## config.mk

```make
export PLATFORM = sky130hd
export DESIGN_NAME = spb_ctrl
export DESIGN_NICKNAME = d
export VERILOG_FILES = /design/src/rtl/spb_pkg.sv /design/src/rtl/spb_wr_port.sv /design/src/rtl/spb_store.sv /design/src/rtl/spb_rd_seq.sv /design/src/rtl/spb_router.sv /design/src/rtl/spb_ctrl.sv
export SDC_FILE = /design/constraint.sdc
export NUM_CORES = 2
export LEC_CHECK = 0
export ABC_CLOCK_PERIOD_IN_PS = 5580
export CORE_MARGIN = 3
export CORE_UTILIZATION = 40
export CTS_BUF_LIST = sky130_fd_sc_hd__clkbuf_2
export CTS_CLUSTER_SIZE = 20
export DETAILED_ROUTE_END_ITERATION = 6
export DONT_BUFFER_PORTS = 1
export GPL_TIMING_DRIVEN = 0
export SKIP_LAST_GASP = 1
export SYNTH_ARGS = -nofsm -noshare
export SYNTH_HDL_FRONTEND = slang
export SYNTH_SLANG_ARGS = --single-unit
```

## constraint.sdc

```tcl
create_clock -name clk -period 5.58 [get_ports clk]
set_input_delay 1.116 -clock clk [delete_from_list [all_inputs] [get_ports clk]]
set_output_delay 1.116 -clock clk [all_outputs]
set_load 0.1 [all_outputs]
```

## src/rtl/spb_pkg.sv

```systemverilog
package spb_pkg;

  // Read settings captured at transaction launch; field widths are fixed by
  // the command word that drives this block.
  typedef struct packed {
    logic [1:0] base;
    logic [7:0] rows;
    logic [1:0] cols;
    logic       xpose;
    logic [2:0] dest;
  } rd_cfg_t;

endpackage

```

## src/rtl/spb_wr_port.sv

```systemverilog
module spb_wr_port #(
  parameter int DW = 16,
  parameter int AW = 6
) (
  input  logic          clk,
  input  logic          rst_n,
  input  logic          vld_a,
  input  logic [DW-1:0] dat_a,
  input  logic          vld_b,
  input  logic [DW-1:0] dat_b,
  output logic          we0,
  output logic [AW-1:0] wa0,
  output logic [DW-1:0] wd0,
  output logic          we1,
  output logic [AW-1:0] wa1,
  output logic [DW-1:0] wd1,
  output logic [AW-1:0] wptr
);

  logic [AW-1:0] wptr_q, wptr_d;
  logic [1:0]    step;

  always_comb begin
    we0    = vld_a | vld_b;
    wa0    = wptr_q;
    wd0    = vld_a ? dat_a : dat_b;
    we1    = vld_a & vld_b;
    wa1    = wptr_q + AW'(1);
    wd1    = dat_b;
    step   = {1'b0, vld_a} + {1'b0, vld_b};
    wptr_d = wptr_q + AW'(step);
  end

  always_ff @(posedge clk or negedge rst_n) begin
    if (!rst_n)   wptr_q <= '0;
    else if (we0) wptr_q <= wptr_d;
  end

  assign wptr = wptr_q;

endmodule

```

## src/rtl/spb_store.sv

```systemverilog
module spb_store #(
  parameter int DW    = 16,
  parameter int DEPTH = 64,
  localparam int AW   = $clog2(DEPTH)
) (
  input  logic          clk,
  input  logic          we0,
  input  logic [AW-1:0] wa0,
  input  logic [DW-1:0] wd0,
  input  logic          we1,
  input  logic [AW-1:0] wa1,
  input  logic [DW-1:0] wd1,
  input  logic [AW-1:0] ra,
  output logic [DW-1:0] rdata
);

  logic [DW-1:0] mem [DEPTH];

  always_ff @(posedge clk) begin
    if (we0) mem[wa0] <= wd0;
    if (we1) mem[wa1] <= wd1;
  end

  assign rdata = mem[ra];

endmodule

```

## src/rtl/spb_rd_seq.sv

```systemverilog
module spb_rd_seq
  import spb_pkg::*;
#(
  parameter int AW          = 6,
  parameter int BASE_STRIDE = 16
) (
  input  logic          clk,
  input  logic          rst_n,
  input  logic          start,
  input  rd_cfg_t       cfg_in,
  output logic          busy,
  output logic          fetch,
  output logic          last,
  output logic          zero_done,
  output logic [AW-1:0] addr,
  output rd_cfg_t       cfg
);

  localparam int SW = 16;

  rd_cfg_t    cfg_q;
  logic       busy_q, busy_d;
  logic [7:0] inner_q, inner_d, outer_q, outer_d;
  logic [7:0] inner_max, outer_max;
  logic [7:0] row_i, col_i;
  logic       accept, empty, inner_end, outer_end;
  logic [SW-1:0] sum;

  always_comb begin
    accept    = start & ~busy_q;
    empty     = (cfg_in.rows == 8'd0) | (cfg_in.cols == 2'd0);
    inner_max = cfg_q.xpose ? cfg_q.rows : {6'd0, cfg_q.cols};
    outer_max = cfg_q.xpose ? {6'd0, cfg_q.cols} : cfg_q.rows;
    inner_end = (inner_q == inner_max - 8'd1);
    outer_end = (outer_q == outer_max - 8'd1);

    busy_d  = busy_q;
    inner_d = inner_q;
    outer_d = outer_q;
    if (accept) begin
      busy_d  = ~empty;
      inner_d = '0;
      outer_d = '0;
    end else if (busy_q) begin
      if (inner_end) begin
        inner_d = '0;
        if (outer_end) busy_d  = 1'b0;
        else           outer_d = outer_q + 8'd1;
      end else begin
        inner_d = inner_q + 8'd1;
      end
    end

    row_i = cfg_q.xpose ? inner_q : outer_q;
    col_i = cfg_q.xpose ? outer_q : inner_q;
    sum   = SW'(row_i) * SW'(cfg_q.cols) + SW'(col_i)
          + SW'(BASE_STRIDE) * SW'(cfg_q.base);

    fetch     = busy_q;
    last      = busy_q & inner_end & outer_end;
    zero_done = accept & empty;
    addr      = sum[AW-1:0];
  end

  always_ff @(posedge clk or negedge rst_n) begin
    if (!rst_n) begin
      busy_q  <= 1'b0;
      inner_q <= '0;
      outer_q <= '0;
    end else begin
      busy_q  <= busy_d;
      inner_q <= inner_d;
      outer_q <= outer_d;
    end
  end

  always_ff @(posedge clk or negedge rst_n) begin
    if (!rst_n)      cfg_q <= '0;
    else if (accept) cfg_q <= cfg_in;
  end

  assign busy = busy_q;
  assign cfg  = cfg_q;

endmodule

```

## src/rtl/spb_router.sv

```systemverilog
module spb_router #(
  parameter int DW    = 16,
  parameter int NDEST = 7
) (
  input  logic             clk,
  input  logic             rst_n,
  input  logic             fetch,
  input  logic             last,
  input  logic             zero_done,
  input  logic [2:0]       dest,
  input  logic [DW-1:0]    rdata,
  output logic [DW-1:0]    rd_data,
  output logic [NDEST-1:0] rd_vld,
  output logic             done
);

  logic [NDEST-1:0] sel;
  logic [NDEST-1:0] vld_q;
  logic [DW-1:0]    data_q;
  logic             last_q, done_q;

  for (genvar i = 0; i < NDEST; i++) begin : g_dec
    assign sel[i] = (dest == 3'(i));
  end

  always_ff @(posedge clk or negedge rst_n) begin
    if (!rst_n) begin
      vld_q  <= '0;
      last_q <= 1'b0;
      done_q <= 1'b0;
    end else begin
      vld_q  <= fetch ? sel : '0;
      last_q <= last;
      done_q <= last_q | zero_done;
    end
  end

  always_ff @(posedge clk or negedge rst_n) begin
    if (!rst_n)     data_q <= '0;
    else if (fetch) data_q <= rdata;
  end

  assign rd_data = data_q;
  assign rd_vld  = vld_q;
  assign done    = done_q;

endmodule

```

## src/rtl/spb_ctrl.sv

```systemverilog
module spb_ctrl
  import spb_pkg::*;
#(
  parameter int DW          = 16,
  parameter int DEPTH       = 64,
  parameter int BASE_STRIDE = 16,
  parameter int NDEST       = 7
) (
  input  logic             clk,
  input  logic             rst_n,
  input  logic             wr_vld_a,
  input  logic [DW-1:0]    wr_dat_a,
  input  logic             wr_vld_b,
  input  logic [DW-1:0]    wr_dat_b,
  input  logic             rd_start,
  input  logic [1:0]       rd_base,
  input  logic [7:0]       rd_rows,
  input  logic [1:0]       rd_cols,
  input  logic             rd_xpose,
  input  logic [2:0]       rd_dest,
  output logic [DW-1:0]    rd_data,
  output logic [NDEST-1:0] rd_vld,
  output logic             busy,
  output logic             done
);

  localparam int AW = $clog2(DEPTH);

  logic          rst_s0, rst_n_s;
  logic          we0, we1;
  logic [AW-1:0] wa0, wa1, wr_ptr, rd_addr;
  logic [DW-1:0] wd0, wd1, rdata;
  logic          fetch, last, zero_done;
  rd_cfg_t       cfg_in, cfg_live;

  always_ff @(posedge clk or negedge rst_n) begin
    if (!rst_n) begin
      rst_s0  <= 1'b0;
      rst_n_s <= 1'b0;
    end else begin
      rst_s0  <= 1'b1;
      rst_n_s <= rst_s0;
    end
  end

  assign cfg_in = '{base: rd_base, rows: rd_rows, cols: rd_cols,
                    xpose: rd_xpose, dest: rd_dest};

  spb_wr_port #(.DW(DW), .AW(AW)) u_wr (
    .clk(clk), .rst_n(rst_n_s),
    .vld_a(wr_vld_a), .dat_a(wr_dat_a), .vld_b(wr_vld_b), .dat_b(wr_dat_b),
    .we0(we0), .wa0(wa0), .wd0(wd0), .we1(we1), .wa1(wa1), .wd1(wd1),
    .wptr(wr_ptr)
  );

  spb_store #(.DW(DW), .DEPTH(DEPTH)) u_store (
    .clk(clk),
    .we0(we0), .wa0(wa0), .wd0(wd0), .we1(we1), .wa1(wa1), .wd1(wd1),
    .ra(rd_addr), .rdata(rdata)
  );

  spb_rd_seq #(.AW(AW), .BASE_STRIDE(BASE_STRIDE)) u_seq (
    .clk(clk), .rst_n(rst_n_s), .start(rd_start), .cfg_in(cfg_in),
    .busy(busy), .fetch(fetch), .last(last), .zero_done(zero_done),
    .addr(rd_addr), .cfg(cfg_live)
  );

  spb_router #(.DW(DW), .NDEST(NDEST)) u_route (
    .clk(clk), .rst_n(rst_n_s), .fetch(fetch), .last(last),
    .zero_done(zero_done), .dest(cfg_live.dest), .rdata(rdata),
    .rd_data(rd_data), .rd_vld(rd_vld), .done(done)
  );

endmodule

```

# == After elaboration in Yosys (flattened, before gate mapping) ==
# Memory sizes are Yosys's and may differ from the RTL's. A register that Yosys moved wholly into a read port is not among the register bits.
# Index checks and enable logic that the tools add are counted.
# totals
latch_bits,0
inputBits,53
out_inout_bits,25
ff_bits,50
rom_bits,0
ram_bits,1024
memories,1
# memory_table
memory,words,word_bits,read_ports,rd_ports_with_merged_regs,wr,line_no,rtl
u_store.mem,64,16,1,1,2,spb_store.sv:17,logic [DW-1:0] mem [DEPTH];
# classes
n_eq_ne,9
n_div,0
n_lt_le_gt_ge,0
add_sub_neg,9
n_bitwise,10
shift,0
reduce_logical,7
muxes,21
mul,1
# op_table
cell,n
2-to-1 mux 8 bit,10
"adder 8 x 1 -> 8 bit, second input constant",2
== test 8 bit,2
2-to-1 mux 16 bit,1
"subtractor 8 x 1 -> 8 bit, second input constant",2
adder 6 bit,2
"== test 3 bit, second input constant",3
logical NOT 8 bit,1
multiplier 8 x 2 -> 6 bit,1
2-to-1 mux 1 bit,8
2-to-1 mux 7 bit,1
"adder 6 x 1 -> 6 bit, second input constant",1
adder 6 x 2 -> 6 bit,1
"== test 3 x 2 -> 1 bit, second input constant",2
2-to-1 mux 6 bit,1
bitwise AND 1 bit,5
nonzero test 2 bit,2
"== test 3 x 1 -> 1 bit, second input constant",1
logical NOT 3 bit,1
bitwise OR 1 bit,3
AND reduction 3 bit,1
adder 1 x 1 -> 2 bit,1
logical NOT 2 bit,1
"!= test 2 x 1 -> 1 bit, second input constant",1
2 further kinds,3

# == Longest topological paths before layout ==
# logic_depth
ltp_word,7
mapped_depth,18

# == Hierarchy ==
# From an unflattened synthesis, not the netlist that was laid out.
# unflattened
hier_cells,3674
area_unflattened_um2,57909.3
# by_module_without_submodules
mod,cells_per_inst,seq_area_each_um2,area_per_inst_um2,instances
spb_store,3204,30749.5,53194.8,1
spb_rd_seq,339,825.8,3000.4,1
spb_router,51,625.6,917.1,1
spb_wr_port,77,150.1,743.2,1
spb_ctrl,3,50.0,53.8,1

# == Worst setup path before layout ==
# No wires, ideal clock.
# synth_path
path_type,register -> register
startpoint,"register u_seq.cfg_q, in the netlist u_seq.cfg[3]"
endpoint,"register u_route.data_q[0], in the netlist u_route.rd_data[0], read port of u_store.mem"
n_path_buf,6
path_stages_with_launch,16
t_arrival_ps,5002
required_time_ps,5455
path_slack_ps,453
path_cell_list,dfrtp_1 > buf_2 > buf_2 > buf_2 > clkbuf_1 > mux2_2 > and2_1 > fa_1 > ha_1 > ha_1 > fa_1 > buf_1 > clkbuf_1 > mux4_2 > mux4_2 > mux2_2
# synth_between
elab_chain_cells,4
# synth_rtl
item,line_no,rtl
"start, declared",spb_rd_seq.sv:21,rd_cfg_t cfg_q;
"start signal, assigned",spb_rd_seq.sv:79,else if (accept) cfg_q <= cfg_in;
2-to-1 mux 8 bit,spb_rd_seq.sv:54,row_i = cfg_q.xpose ? inner_q : outer_q;
multiplier 8 x 2 -> 6 bit,spb_rd_seq.sv:56,sum = SW'(row_i) * SW'(cfg_q.cols) + SW'(col_i)
adder 6 bit *,spb_rd_seq.sv:56,
adder 6 bit *,spb_rd_seq.sv:57,+ SW'(BASE_STRIDE) * SW'(cfg_q.base);
"end, declared",spb_router.sv:19,logic [DW-1:0] data_q;
# Mark *: on every way between the ends. The rest lies on a longest branch, timed or not.
# A chain may end at the register's enable or synchronous reset.

# == Worst setup path after layout ==
# layout_path
startpoint,"register u_seq.cfg_q, in the netlist u_seq.cfg[3]"
endpoint,"register u_route.data_q[10], in the netlist u_route.rd_data[10], read port of u_store.mem"
# Same word-level chain as after synthesis.

==> metrics.log <==
[metrics] maximum clock frequency: ~190 MHz
[metrics] # DRC: 0
[metrics] routed vias/inst: 6.13
[metrics] Synthesis Warnings: 0
[metrics] sequential power share: 30.0%
[metrics] Final Routed Wirelength: 203000 um
[metrics] clock tree skew after final layout: between 0.15 and 0.2 ns
[metrics] fraction of final layout cells with drive strength greater than 1: 27.1%
[metrics] H-tree levels: 5
[metrics] pin slew with the least headroom to its limit: around 1.6 ns
[metrics] Internal Pwr Total: just under 20 mW
[metrics] # IOs: 78
[metrics] classification of the worst-slack hold path: in -> reg
[metrics] area of the core region: 136000 um^2
[metrics] all-layer global routing usage: 28.3%
[metrics] worst stage delay on the critical path: 0.64 ns
[metrics] Net Sw Frac: 45.3%
[metrics] Crit. Startpoint: u_seq.cfg[3]$_DFFE_PN0P_
[metrics] unrepaired setup endpoints after global routing: false
[metrics] via count of the first global-routing pass: 39561
[metrics] clock tree from TritonCTS: yes
[metrics] Post-Place Cell Area: 58600 um^2
[metrics] required time worst endpoint: 7.12 ns
[metrics] setup total negative slack: 0 ns
[metrics] Initial Util: 40.5%
[metrics] final-report setup violation count: 0
[metrics] Port-buffer cells: 0
[metrics] Final Core Density: roughly 45%
[metrics] most common cell after layout, fill and taps aside: sky130_fd_sc_hd__edfxtp_1
[metrics] number of flops mapped to enable cells by yosys: 1024
[metrics] number of standard cells in the layout, taps in and fillers out: 6746
[metrics] Crit Path Max Fanout: 19
[metrics] most frequent cells in the layout: 1024 x sky130_fd_sc_hd__edfxtp_1, 800 x sky130_fd_sc_hd__nor2_1, 787 x sky130_fd_sc_hd__a21oi_1
[metrics] sum of internal, switching and leakage power: 35.7 mW
[metrics] P&R area growth vs syn: 12.3%
[metrics] HPWL after DPL: 148000 um
[metrics] met3 Usage GRT: under 10%
[metrics] crit path max-delay cell type: sky130_fd_sc_hd__mux4_2
[metrics] CTS clock-pin slew for the worst setup and hold paths: 0.09 ns
[metrics] Nets: a little under 5000
[metrics] first-pass GRT wire length: 285000 um
[metrics] die width: 378 um
[metrics] busiest metal layer after global routing: met2
[metrics] Placer Congestion: 1.00
[metrics] clock network fraction of design power: 15.7%
[metrics] part of the cycle the worst path needs: between 90% and 100%
[metrics] number of DRC markers after the initial detailed-route iteration: 6673
[metrics] Buf/Inv on CP: 5
[metrics] worst-case vdd ir drop: 0.514 mV
[metrics] share of flip-flops with an asynchronous set or reset after synthesis: 6.06%
[metrics] clock latency of the later-clocked register in the worst-skew pair: ~1.7 ns
[metrics] met1 layer usage reported by global route: 37.4%
[metrics] mean post-synth cell area: 12.8 um^2
[metrics] portion of total power attributed to combinational logic: 54.2%
[metrics] global route overflow: 0
[metrics] initial antenna violation count: 30
[metrics] number of rows created at floorplan: 135
[metrics] minimum clock period after layout: 5.36 ns
[metrics] Yosys reg bits: 1090
[metrics] power per cell area: 575 nW/um^2
[metrics] Synthesized Nets: around 4400
[metrics] TritonRoute pass-1 iters: 6
[metrics] endpoint type of the worst setup path: flop
[metrics] GR Util met2: 41.9%
[metrics] Mapped Cells: 4304
[metrics] vias: between 40000 and 50000
[metrics] Placed Instances: between 6000 and 7000
[metrics] Arrival @ worst endpoint: 6.90 ns
[metrics] finished layout cell area: 62000 um^2
[metrics] Setup Crit Path Kind: reg -> reg
[metrics] start point of the worst min-delay path: wr_dat_a[14]
[metrics] type of origin of the critical path: flop
[metrics] number of distinct library cell variants in the gate-level netlist after synthesis: 60
[metrics] Static Leak: between 20 and 25 nW
[metrics] Clock Root Buffer: sky130_fd_sc_hd__clkbuf_2
[metrics] Max Transition Viols Final: a little under 60
[metrics] share of the yosys chip area belonging to registers: 58.7%
[metrics] outcome: complete, but fails checks
[metrics] ys flop type: sky130_fd_sc_hd__edfxtp_1
[metrics] clock buffer count from CTS: between 300 and 400
[metrics] number of buffers on the longest clock path: 4
[metrics] remaining antenna violation count after routing: 0
[metrics] largest net degree at the start of global routing: 39
[metrics] CP most frequent cell: sky130_fd_sc_hd__mux4_2
[metrics] CP Cell Sequence: clkbuf_4, clkbuf_4, buf_4, mux2_2, and2_1, fa_1, ha_4, clkbuf_8, buf_2, mux4_2, mux4_2, mux4_2, mux2_2
[metrics] final hold violations: 0
[metrics] relative slew slack: -7.06%
[metrics] power dissipated by switching net loads: between 15 and 20 mW
[metrics] post-synthesis instance area: between 50000 and 60000 um^2
[metrics] post-detailed-route wirelength per cell: between 30 and 40 um
[metrics] number of max-cap violations: 5
[metrics] kind of cell with the highest combined delay on the critical path: multiplexers
[metrics] Worst R2R Start: u_seq.cfg[3]$_DFFE_PN0P_
[metrics] violations in the final reports: max-capacitance violations, max-slew violations
[metrics] clk sink count: 1090
[metrics] die area: 143000 um^2
[metrics] vertical die dimension: 378 um
==> sequential cells by signal, indices dropped and copies added, names as in the netlist <==
signal           count
u_store.mem       1024
u_route.rd_data     16
u_seq.cfg           16
u_seq.inner_q        8
u_seq.outer_q        8
u_route.rd_vld       7
u_wr.wa0             6
rst_n_s              1
rst_s0               1
u_route.done         1
u_route.last_q       1
u_seq.busy           1
==> path summary, 6_finish.rpt <==
check	end	slack [ns]	cells past startpoint
max	u_route.rd_data[10]$_DFFE_PN0P_	0.22	13
min	u_store.mem[10][14]$_DFFE_PP_	0.19	2
max reg2reg	u_route.rd_data[10]$_DFFE_PN0P_	0.22	13
min reg2reg	u_route.rd_vld[1]$_DFF_PN0_	0.21	0
max in group asynchronous	u_seq.inner_q[2]$_DFFE_PN0P_	4.75	1
min in group asynchronous	u_route.rd_vld[1]$_DFF_PN0_	0.21	0
==> kinds of logic after synthesis <==
family	after synthesis	share of synthesized area [%]
AND/OR/NAND/NOR	1063	7.77
XOR/XNOR	28	0.444
multiplexers	658	20.2
buffers and inverters	520	3.70
adder cells (fa/ha/maj)	20	0.548
other	1	0.00679
flip-flops	1090	58.7
AO/OA/AOI/OAI	924	8.66
==> synth_stat cells (all sizes together), types with 14 or more instances <==
master	n	area [um^2]
edfxtp	1024	30700
nor2	804	3020
a21oi	787	3940
clkbuf	402	1510
mux4	335	7540
mux2	295	3320
nand2	133	499
buf	102	472
o21ai	84	420
dfrtp	66	1650
mux2i	28	280
nand3	20	100
o21bai	18	135
nor3	17	85.1
inv	16	60.1
xnor2	16	140
nand2b	14	87.6
==> power groups by stage <==
stage / clock network (mW) / logic, mW / registers (mW)
5_1_grt: 6.01 / 19.5 / 10.8
3_3_place_gp: 0 / 17.6 / 10.9
2_1_floorplan: 0 / 10.3 / 10.8
6_report: 5.61 / 19.3 / 10.7
3_5_place_dp: 0 / 18.0 / 10.9
4_1_cts: 5.64 / 18.5 / 10.7
==> routing by layer <==
layer | wire length (um) | part of all wire (%)
met4 | 10300 | 5.0
met2 | 90400 | 44
met5 | 78 | 0.038
met3 | 28400 | 14
met1 | 74300 | 37
==> stage by stage <==
step | worst slack [ns] | hold WS [ns]
after CTS | 0.00103 | 0.0402
after detailed placement | -1.88 | 0.262
after floorplan | 0.453 | 0.331
final | 0.219 | 0.193
after global placement | -1.81 | 0.338
after global routing | 0.0213 | 0.0306
==> timing repair <==
item                                   4_1_cts  5_1_grt
gates cloned                                 0        0
resized for setup                          103        7
buffers inserted                             3        0
setup endpoints to repair                   16       16
endpoints found under the hold margin      127        0
hold buffers                                61        0
pin swaps                                    1        0
==> layout make-up <==
type | instances | area (um^2)
antenna | 30 | 75.1
multi-input combinational | 2694 | 21000
tap | 1781 | 2230
fill | 12415 | 74300
buffer | 499 | 2200
timing repair buffer | 131 | 1550
inverter | 16 | 60.1
sequential | 1090 | 32400
clock buffer | 443 | 2220
clock inverter | 62 | 240
Power figures use the tool's default switching activity.
